`src/rtl/tap9_pkg.sv`:
```
package tap9_pkg;

  localparam int CFG_FMT_BIT  = 0;
  localparam int CFG_MODE_BIT = 1;
  localparam int CFG_RND_LO   = 2;
  localparam int CFG_W        = 4;

  typedef enum logic [1:0] {
    RND_NONE = 2'b00,
    RND_16   = 2'b01,
    RND_8    = 2'b10,
    RND_BAD  = 2'b11
  } tap9_round_e;

  typedef struct packed {
    logic        advance;
    logic        signedMode;
    logic        twoD;
    tap9_round_e roundSel;
  } tap9_ctrl_t;

endpackage

```
`src/rtl/tap9_ctrl.sv`:
```
module tap9_ctrl
  import tap9_pkg::*;
(
  input  logic             clk,
  input  logic             frameN,
  input  logic             holdIn,
  input  logic [CFG_W-1:0] cfgWord,
  output tap9_ctrl_t       ctl
);

  logic holdQ;
  logic [1:0] rndRaw;

  // Hold is registered once, so a request seen at one edge freezes the next.
  always_ff @(posedge clk or negedge frameN) begin
    if (!frameN) holdQ <= 1'b0;
    else         holdQ <= holdIn;
  end

  assign rndRaw = cfgWord[CFG_RND_LO +: 2];

  always_comb begin
    ctl.advance    = ~holdQ;
    ctl.signedMode = cfgWord[CFG_FMT_BIT];
    ctl.twoD       = cfgWord[CFG_MODE_BIT];
    ctl.roundSel   = (rndRaw == RND_BAD) ? RND_NONE : tap9_round_e'(rndRaw);
  end

endmodule

```
`src/rtl/tap9_datapath.sv`:
```
module tap9_datapath
  import tap9_pkg::*;
#(
  parameter int SAMPLE_W = 8,
  parameter int COEF_W   = 8,
  parameter int RESULT_W = 20
) (
  input  logic                  clk,
  input  logic                  frameN,
  input  tap9_ctrl_t            ctl,
  input  logic [SAMPLE_W-1:0]   rowNew,
  input  logic [SAMPLE_W-1:0]   rowMid,
  input  logic [SAMPLE_W-1:0]   rowOld,
  input  logic [9*COEF_W-1:0]   coefs,
  output logic [RESULT_W-1:0]   resultOut
);

  localparam int ROWS   = 3;
  localparam int COLS   = 3;
  localparam int TAPS   = ROWS * COLS;
  localparam int PROD_W = (SAMPLE_W + 1) + (COEF_W + 1);
  localparam int DROP16 = RESULT_W - 16;
  localparam int DROP8  = RESULT_W - 8;
  localparam logic [RESULT_W-1:0] HALF16 = RESULT_W'(1) << (DROP16 - 1);
  localparam logic [RESULT_W-1:0] HALF8  = RESULT_W'(1) << (DROP8 - 1);
  localparam logic [RESULT_W-1:0] MASK16 = ~((RESULT_W'(1) << DROP16) - RESULT_W'(1));
  localparam logic [RESULT_W-1:0] MASK8  = ~((RESULT_W'(1) << DROP8) - RESULT_W'(1));

  logic [SAMPLE_W-1:0]      rowBus [ROWS];
  logic [SAMPLE_W-1:0]      entry  [ROWS];
  logic [SAMPLE_W-1:0]      win    [TAPS];
  logic signed [PROD_W-1:0] prodD  [TAPS];
  logic signed [PROD_W-1:0] prodQ  [TAPS];
  logic [RESULT_W-1:0]      accSum;
  logic [RESULT_W-1:0]      rounded;

  // Row 0 is the oldest line (A,B,C), the last row the newest (G,H,I).
  assign rowBus[0]      = rowOld;
  assign rowBus[1]      = rowMid;
  assign rowBus[ROWS-1] = rowNew;

  // Row entry: in 1-D the rows chain into one nine-stage line fed by rowNew.
  for (genvar r = 0; r < ROWS; r++) begin : g_entry
    if (r == ROWS - 1) begin : g_last
      assign entry[r] = rowBus[r];
    end else begin : g_chain
      assign entry[r] = ctl.twoD ? rowBus[r] : win[(r + 1) * COLS];
    end
  end

  // Window: index r*COLS+c lines up with coefficient r*COLS+c;
  // column COLS-1 holds the newest sample, column 0 the oldest.
  for (genvar r = 0; r < ROWS; r++) begin : g_row
    for (genvar c = 0; c < COLS; c++) begin : g_col
      logic [SAMPLE_W-1:0] nextVal;
      if (c == COLS - 1) begin : g_in
        assign nextVal = entry[r];
      end else begin : g_sh
        assign nextVal = win[r * COLS + c + 1];
      end
      always_ff @(posedge clk or negedge frameN) begin
        if (!frameN)          win[r * COLS + c] <= '0;
        else if (ctl.advance) win[r * COLS + c] <= nextVal;
      end
    end
  end

  // Multipliers: operands widened by one bit, signed or zero extended.
  for (genvar k = 0; k < TAPS; k++) begin : g_mul
    logic [COEF_W-1:0]          coefK;
    logic signed [SAMPLE_W:0]   sExt;
    logic signed [COEF_W:0]     cExt;
    assign coefK    = coefs[k * COEF_W +: COEF_W];
    assign sExt     = {ctl.signedMode & win[k][SAMPLE_W-1], win[k]};
    assign cExt     = {ctl.signedMode & coefK[COEF_W-1], coefK};
    assign prodD[k] = sExt * cExt;

    always_ff @(posedge clk or negedge frameN) begin
      if (!frameN)          prodQ[k] <= '0;
      else if (ctl.advance) prodQ[k] <= prodD[k];
    end
  end

  always_comb begin
    accSum = '0;
    for (int k = 0; k < TAPS; k++) begin
      accSum = accSum + RESULT_W'(prodQ[k]);
    end
  end

  always_comb begin
    unique case (ctl.roundSel)
      RND_16:  rounded = (accSum + HALF16) & MASK16;
      RND_8:   rounded = (accSum + HALF8) & MASK8;
      default: rounded = accSum;
    endcase
  end

  always_ff @(posedge clk or negedge frameN) begin
    if (!frameN)          resultOut <= '0;
    else if (ctl.advance) resultOut <= rounded;
  end

endmodule

```
`src/rtl/tap9_conv.sv`:
```
module tap9_conv
  import tap9_pkg::*;
#(
  parameter int SAMPLE_W = 8,
  parameter int COEF_W   = 8,
  parameter int RESULT_W = 20
) (
  input  logic                clk,
  input  logic                frameN,
  input  logic                holdIn,
  input  logic [CFG_W-1:0]    cfgWord,
  input  logic [9*COEF_W-1:0] coefs,
  input  logic [SAMPLE_W-1:0] rowNew,
  input  logic [SAMPLE_W-1:0] rowMid,
  input  logic [SAMPLE_W-1:0] rowOld,
  output logic [RESULT_W-1:0] resultOut
);

  tap9_ctrl_t ctl;

  tap9_ctrl u_ctrl (
    .clk     (clk),
    .frameN  (frameN),
    .holdIn  (holdIn),
    .cfgWord (cfgWord),
    .ctl     (ctl)
  );

  tap9_datapath #(
    .SAMPLE_W (SAMPLE_W),
    .COEF_W   (COEF_W),
    .RESULT_W (RESULT_W)
  ) u_dp (
    .clk       (clk),
    .frameN    (frameN),
    .ctl       (ctl),
    .rowNew    (rowNew),
    .rowMid    (rowMid),
    .rowOld    (rowOld),
    .coefs     (coefs),
    .resultOut (resultOut)
  );

endmodule

```
`config.mk`:
```
export PLATFORM = sky130hd
export DESIGN_NAME = tap9_conv
export DESIGN_NICKNAME = d
export VERILOG_FILES = /design/src/rtl/tap9_pkg.sv /design/src/rtl/tap9_ctrl.sv /design/src/rtl/tap9_datapath.sv /design/src/rtl/tap9_conv.sv
export SDC_FILE = /design/constraint.sdc
export NUM_CORES = 2
export LEC_CHECK = 0
export ABC_AREA = 1
export BUFFER_PORTS_ARGS = -buffer_cell sky130_fd_sc_hd__buf_2
export CAP_MARGIN = 20
export CORE_MARGIN = 10
export CORE_UTILIZATION = 31
export DETAILED_ROUTE_END_ITERATION = 6
export GPL_ROUTABILITY_DRIVEN = 0
export PLACE_DENSITY = 0.48
export SLEW_MARGIN = 20
export SYNTH_ARGS = -nofsm -noshare
export SYNTH_HDL_FRONTEND = slang
export SYNTH_SLANG_ARGS = --single-unit
```
`constraint.sdc`:
```
create_clock -name clk -period 7.7 [get_ports clk]
set_input_delay 1.54 -clock clk [delete_from_list [all_inputs] [get_ports clk]]
set_output_delay 1.54 -clock clk [all_outputs]
set_load 0.03 [all_outputs]
```
==> out/metrics.sh <==
CRITICAL_PATH.MAX_STAGE_DELAY_NS=0.56
SYNTHDOMINANTAREACELLTYPE='sky130_fd_sc_hd__fa_1'
GRT_ANTENNA_BEFORE_REPAIR=16
AREA_GROWTH_PCT=8.34
GRT_PASS1_VIAS=33100
NUM-FILL-CELLS=14300
CRIT_FAMILY='adder cells'
FRACTION_OF_REGISTERS_WITH_ASYNC_SET_OR_RESET_AFTER_SYNTHESIS=1.00
NNETSFINAL=6313
CRIT_PATH_TOP_DELAY_CELL='sky130_fd_sc_hd__fa_1'
FMAXACHIEVABLE_MHz=159
WORSTSETUPPATHTYPE='primary input to flip-flop'
YOSYS.AREA.TOP_TYPE_SHARE=0.363
CTS_TREE='built'
CRIT_ARRIVAL_NS=6.74
PRE_REPAIR_DR_ITERATION_COUNT=7
TIMING_WORST_SLEW_PIN_VALUE_NS=0.901
SYNTH_SEQ_CELLS=255
CTS_MADE_BUFFERS=37
REG2REG_SLACK_NS=2.23
REPORT.FINAL.SETUP_VIOL=0
ANT_NETS=0
SYNTHESIS.AREA_SQ_UM=41800
CTSLONGESTPATHBUFFERS=3
ROUTE.VIAS.TOTAL=30700
DIE_H_UM=387
STATUS='complete, no violations'
MIN_PATH_TYPE='flip-flop to flip-flop'
CRIT_CHAIN='buf_2 > buf_12 > nand2_1 > nor2_1 > inv_1 > fa_1 > inv_1 > fa_1 > fa_1 > fa_1 > fa_1 > ha_1 > nand2_1 > nand2_1 > a31oi_1 > inv_1 > a21oi_1 > o21ai_0 > or2_2 > nand3_1 > nand2_1'
CLOCK_LATENCY_OF_THE_LATER_CLOCKED_REGISTER_IN_THE_WORST_SKEW_PAIR_NS=0.58
DP_HPWL_UM=95000
GRT_START_MAX_NET_PINS=104
GRT_FIRST_PASS_WIRELENGTH_UM=185000
VIAS_PER_CELL=4.46
REMAINING_DRC_ERRORS=0
H_TREE_LVL_COUNT=2
SYN_INST=5121
CLOCK_SKEW_NS=0.0370
RSZ0062_AT_GRT='false'
POSTSYNTH.TOPFLOPCELL='sky130_fd_sc_hd__dfrtp_1'
TIMING.SLEW.HEADROOM=0.399
TRITONCTS_NUM_SINKS=255
YOSYSWARNINGS=0
CTS_RESIZED=0
WORST_R2R_PATH_DEPTH=21
SEQ_AREA_FRAC_SYNTH=0.153
HOLD_VIOLATIONS=0
REG_TO_REG_CRITICAL_PATH_STARTPOINT='u_dp.g_row[2].g_col[0].nextVal[7]'
FINAL.PERIOD_UTILIZATION=0.817
ROWS=134
RR_ENDPOINT='u_dp.prodQ[35]'
IO_PINS=123
CLOCK_TREE.ROOT_CELL='sky130_fd_sc_hd__clkbuf_16'
MAX-CAP-VIOLATIONS=0
GR-TOTAL-OVERFLOW=0
DIEAREA_SQ_UM=150000
SETUP-TNS-FINAL_NS=0
CRIT_PATH_START_KIND='primary input'
SYNTH_ENABLE_FLOP_CELLS=0
IO_BUFFERS=122
DR.FIRST_ITER.DRC_COUNT=1449
GLOBALROUTETOTALUTIL=0.153
MIN-DELAY-START='u_dp.resultOut[16]'
WORSTSETUPPATHDEPTH=21
SYN_AREA_PER_CELL_SQ_UM=8.16
TIMING.CRITICAL_PATH.REQUIRED_NS=8.15
CRITICAL_PATH.STARTPOINT='cfgWord[0]'
TIMING_MAX_TRANSITION_VIOLATIONS_FINAL=0
CRITICAL_PATH.N_BUFFERS_INVERTERS=5
CTS-HOLD-FIX-BUFFERS=0
CRIT_END='u_dp.prodQ[69]'
AREA_INSIDE_THE_CORE_BOUNDARY_SQ_UM=134000
CRITICAL_PATH.ENDPOINT_TYPE='flip-flop'
YS_TOP_CELLS_BY_AREA='sky130_fd_sc_hd__fa_1 36%, sky130_fd_sc_hd__dfrtp_1 15%, sky130_fd_sc_hd__nand2_1 12%'
ROUTEDWLPERCELL_UM=16.3
YS_TOP_CELLS_BY_COUNT='1337 x sky130_fd_sc_hd__nand2_1, 1301 x sky130_fd_sc_hd__inv_1, 758 x sky130_fd_sc_hd__fa_1'
CRIT_TOP_CELL='sky130_fd_sc_hd__fa_1'
SYNTH_CELL_TYPE_COUNT=44
DIE_X_EXTENT_UM=387
ROUTED_WL_UM=112000
STARTING_DENSITY_OF_THE_CORE=0.312
WORST_SETUP_HOLD_PATH_CLK_SLEW_NS=0.06
LAYOUT-DRIVE-GT1-SHARE=0.0512
SYNTH_MOST_COMMON_CELL='sky130_fd_sc_hd__nand2_1'
FINALCRITICALPERIOD_NS=6.29
LARGEST_FANOUT_ON_THE_CRITICAL_PATH=10
POST-CTS-SETUP-BUFFER-COUNT=0
SYNTH.NET_COUNT=6346
==> tightest hold or removal path: stages, from the launching register on <==
cell	delay [ns]
sky130_fd_sc_hd__dfrtp_1	0.34
sky130_fd_sc_hd__nand2_1	0.05
sky130_fd_sc_hd__nand2_1	0.05
==> flip-flops by register name (all words and copies together), names as in the netlist <==
signal	cells
u_dp.g_mul.sExt	24
u_ctrl.holdQ	1
u_dp.g_row.g_col.nextVal	48
u_dp.resultOut	20
u_dp.prodQ	162
==> through the flow <==
stage	hold slack (ns)	instances	cell area, sq um	setup slack [ns]	utilization
global route	0.502	6884	45300	1.14	0.338
floorplan	0.450	5121	41800	1.33	-
global placement	0.461	6817	44000	0.843	0.329
detailed placement	0.461	6817	44000	0.844	0.329
CTS	0.478	6883	45300	1.46	0.338
finish	0.471	6888	45300	1.41	0.339
==> kinds of logic after synthesis <==
logic type	count (synthesis)	synth area share
fa+ha+maj	1122	0.472
flops	255	0.153
compound gates	433	0.0563
buf+inv	1519	0.137
xor+xnor	103	0.0218
simple gates	1689	0.161
==> area by class of cell <==
cell class,instances,area (sq um),area share
antenna,5,12.5,0.000276
clock buffer,45,1050,0.0231
clock inverter,21,254,0.00561
inverter,1313,4930,0.109
multi-input combinational,3347,29700,0.656
sequential,255,6380,0.141
tap,1768,2210,0.0488
timing repair buffer,134,736,0.0162
==> how the worst min path moves through the flow <==
| stage | slack (ns) | to | cells after the start |
|---|---|---|---|
| global route | 0.50 | u_dp.resultOut[9] | 2 |
| detailed placement | 0.46 | u_dp.resultOut[16] | 2 |
| finish | 0.47 | u_dp.resultOut[16] | 2 |
| global placement | 0.46 | u_dp.resultOut[2] | 2 |
| floorplan | 0.45 | u_dp.prodQ[10] | 2 |
| CTS | 0.48 | u_dp.resultOut[16] | 2 |
==> cells in the final DEF, fill, tap and decap left out, types with 3 or more instances in the layout <==
| master | netlist | final |
|---|---|---|
| sky130_fd_sc_hd__clkinv_1 | 8 | 7 |
| sky130_fd_sc_hd__xor2_1 | 44 | 44 |
| sky130_fd_sc_hd__buf_2 | 2 | 121 |
| sky130_fd_sc_hd__a22oi_1 | 16 | 16 |
| sky130_fd_sc_hd__o22ai_1 | 6 | 6 |
| sky130_fd_sc_hd__clkbuf_16 | 0 | 38 |
| sky130_fd_sc_hd__dfrtp_1 | 255 | 254 |
| sky130_fd_sc_hd__a21o_1 | 8 | 8 |
| sky130_fd_sc_hd__diode_2 | 0 | 5 |
| sky130_fd_sc_hd__ha_1 | 364 | 364 |
| sky130_fd_sc_hd__inv_2 | 4 | 4 |
| sky130_fd_sc_hd__o2111ai_1 | 6 | 6 |
| sky130_fd_sc_hd__fa_1 | 758 | 758 |
| sky130_fd_sc_hd__clkbuf_8 | 0 | 7 |
| sky130_fd_sc_hd__nand3b_1 | 3 | 3 |
| sky130_fd_sc_hd__nand2_1 | 1337 | 1337 |
| sky130_fd_sc_hd__nor2_2 | 5 | 5 |
| sky130_fd_sc_hd__xnor2_1 | 58 | 58 |
| sky130_fd_sc_hd__bufinv_16 | 0 | 4 |
| sky130_fd_sc_hd__inv_6 | 0 | 4 |
| sky130_fd_sc_hd__or2_2 | 25 | 25 |
| sky130_fd_sc_hd__and2_1 | 4 | 4 |
| sky130_fd_sc_hd__nand3_2 | 5 | 5 |
| sky130_fd_sc_hd__clkinv_4 | 0 | 5 |
| sky130_fd_sc_hd__clkinv_2 | 0 | 5 |
| sky130_fd_sc_hd__o21a_1 | 3 | 3 |
| sky130_fd_sc_hd__o21bai_1 | 9 | 9 |
| sky130_fd_sc_hd__o21ai_0 | 193 | 193 |
| sky130_fd_sc_hd__a21oi_1 | 159 | 159 |
| sky130_fd_sc_hd__nor2_1 | 149 | 149 |
| sky130_fd_sc_hd__a31oi_1 | 18 | 18 |
| sky130_fd_sc_hd__nand3_1 | 106 | 106 |
| sky130_fd_sc_hd__nand4_1 | 18 | 18 |
| sky130_fd_sc_hd__clkinvlp_4 | 0 | 3 |
| sky130_fd_sc_hd__o31ai_1 | 8 | 8 |
| sky130_fd_sc_hd__nand2_2 | 16 | 16 |
| sky130_fd_sc_hd__inv_1 | 1301 | 1301 |
| sky130_fd_sc_hd__nor3_1 | 18 | 18 |
| sky130_fd_sc_hd__buf_4 | 0 | 10 |
==> routing by layer <==
layer	vias up	GRT usage	share of wire
li1	14900	-	-
met2	446	0.251	0.46
met5	-	0	0.00036
met1	15200	0.211	0.47
met4	6	0.0389	0.027
met3	136	0.0231	0.039
Power is left out: the tool's default activity adds up to more than one toggle a clock period on the data nets, which glitch-free logic cannot reach.
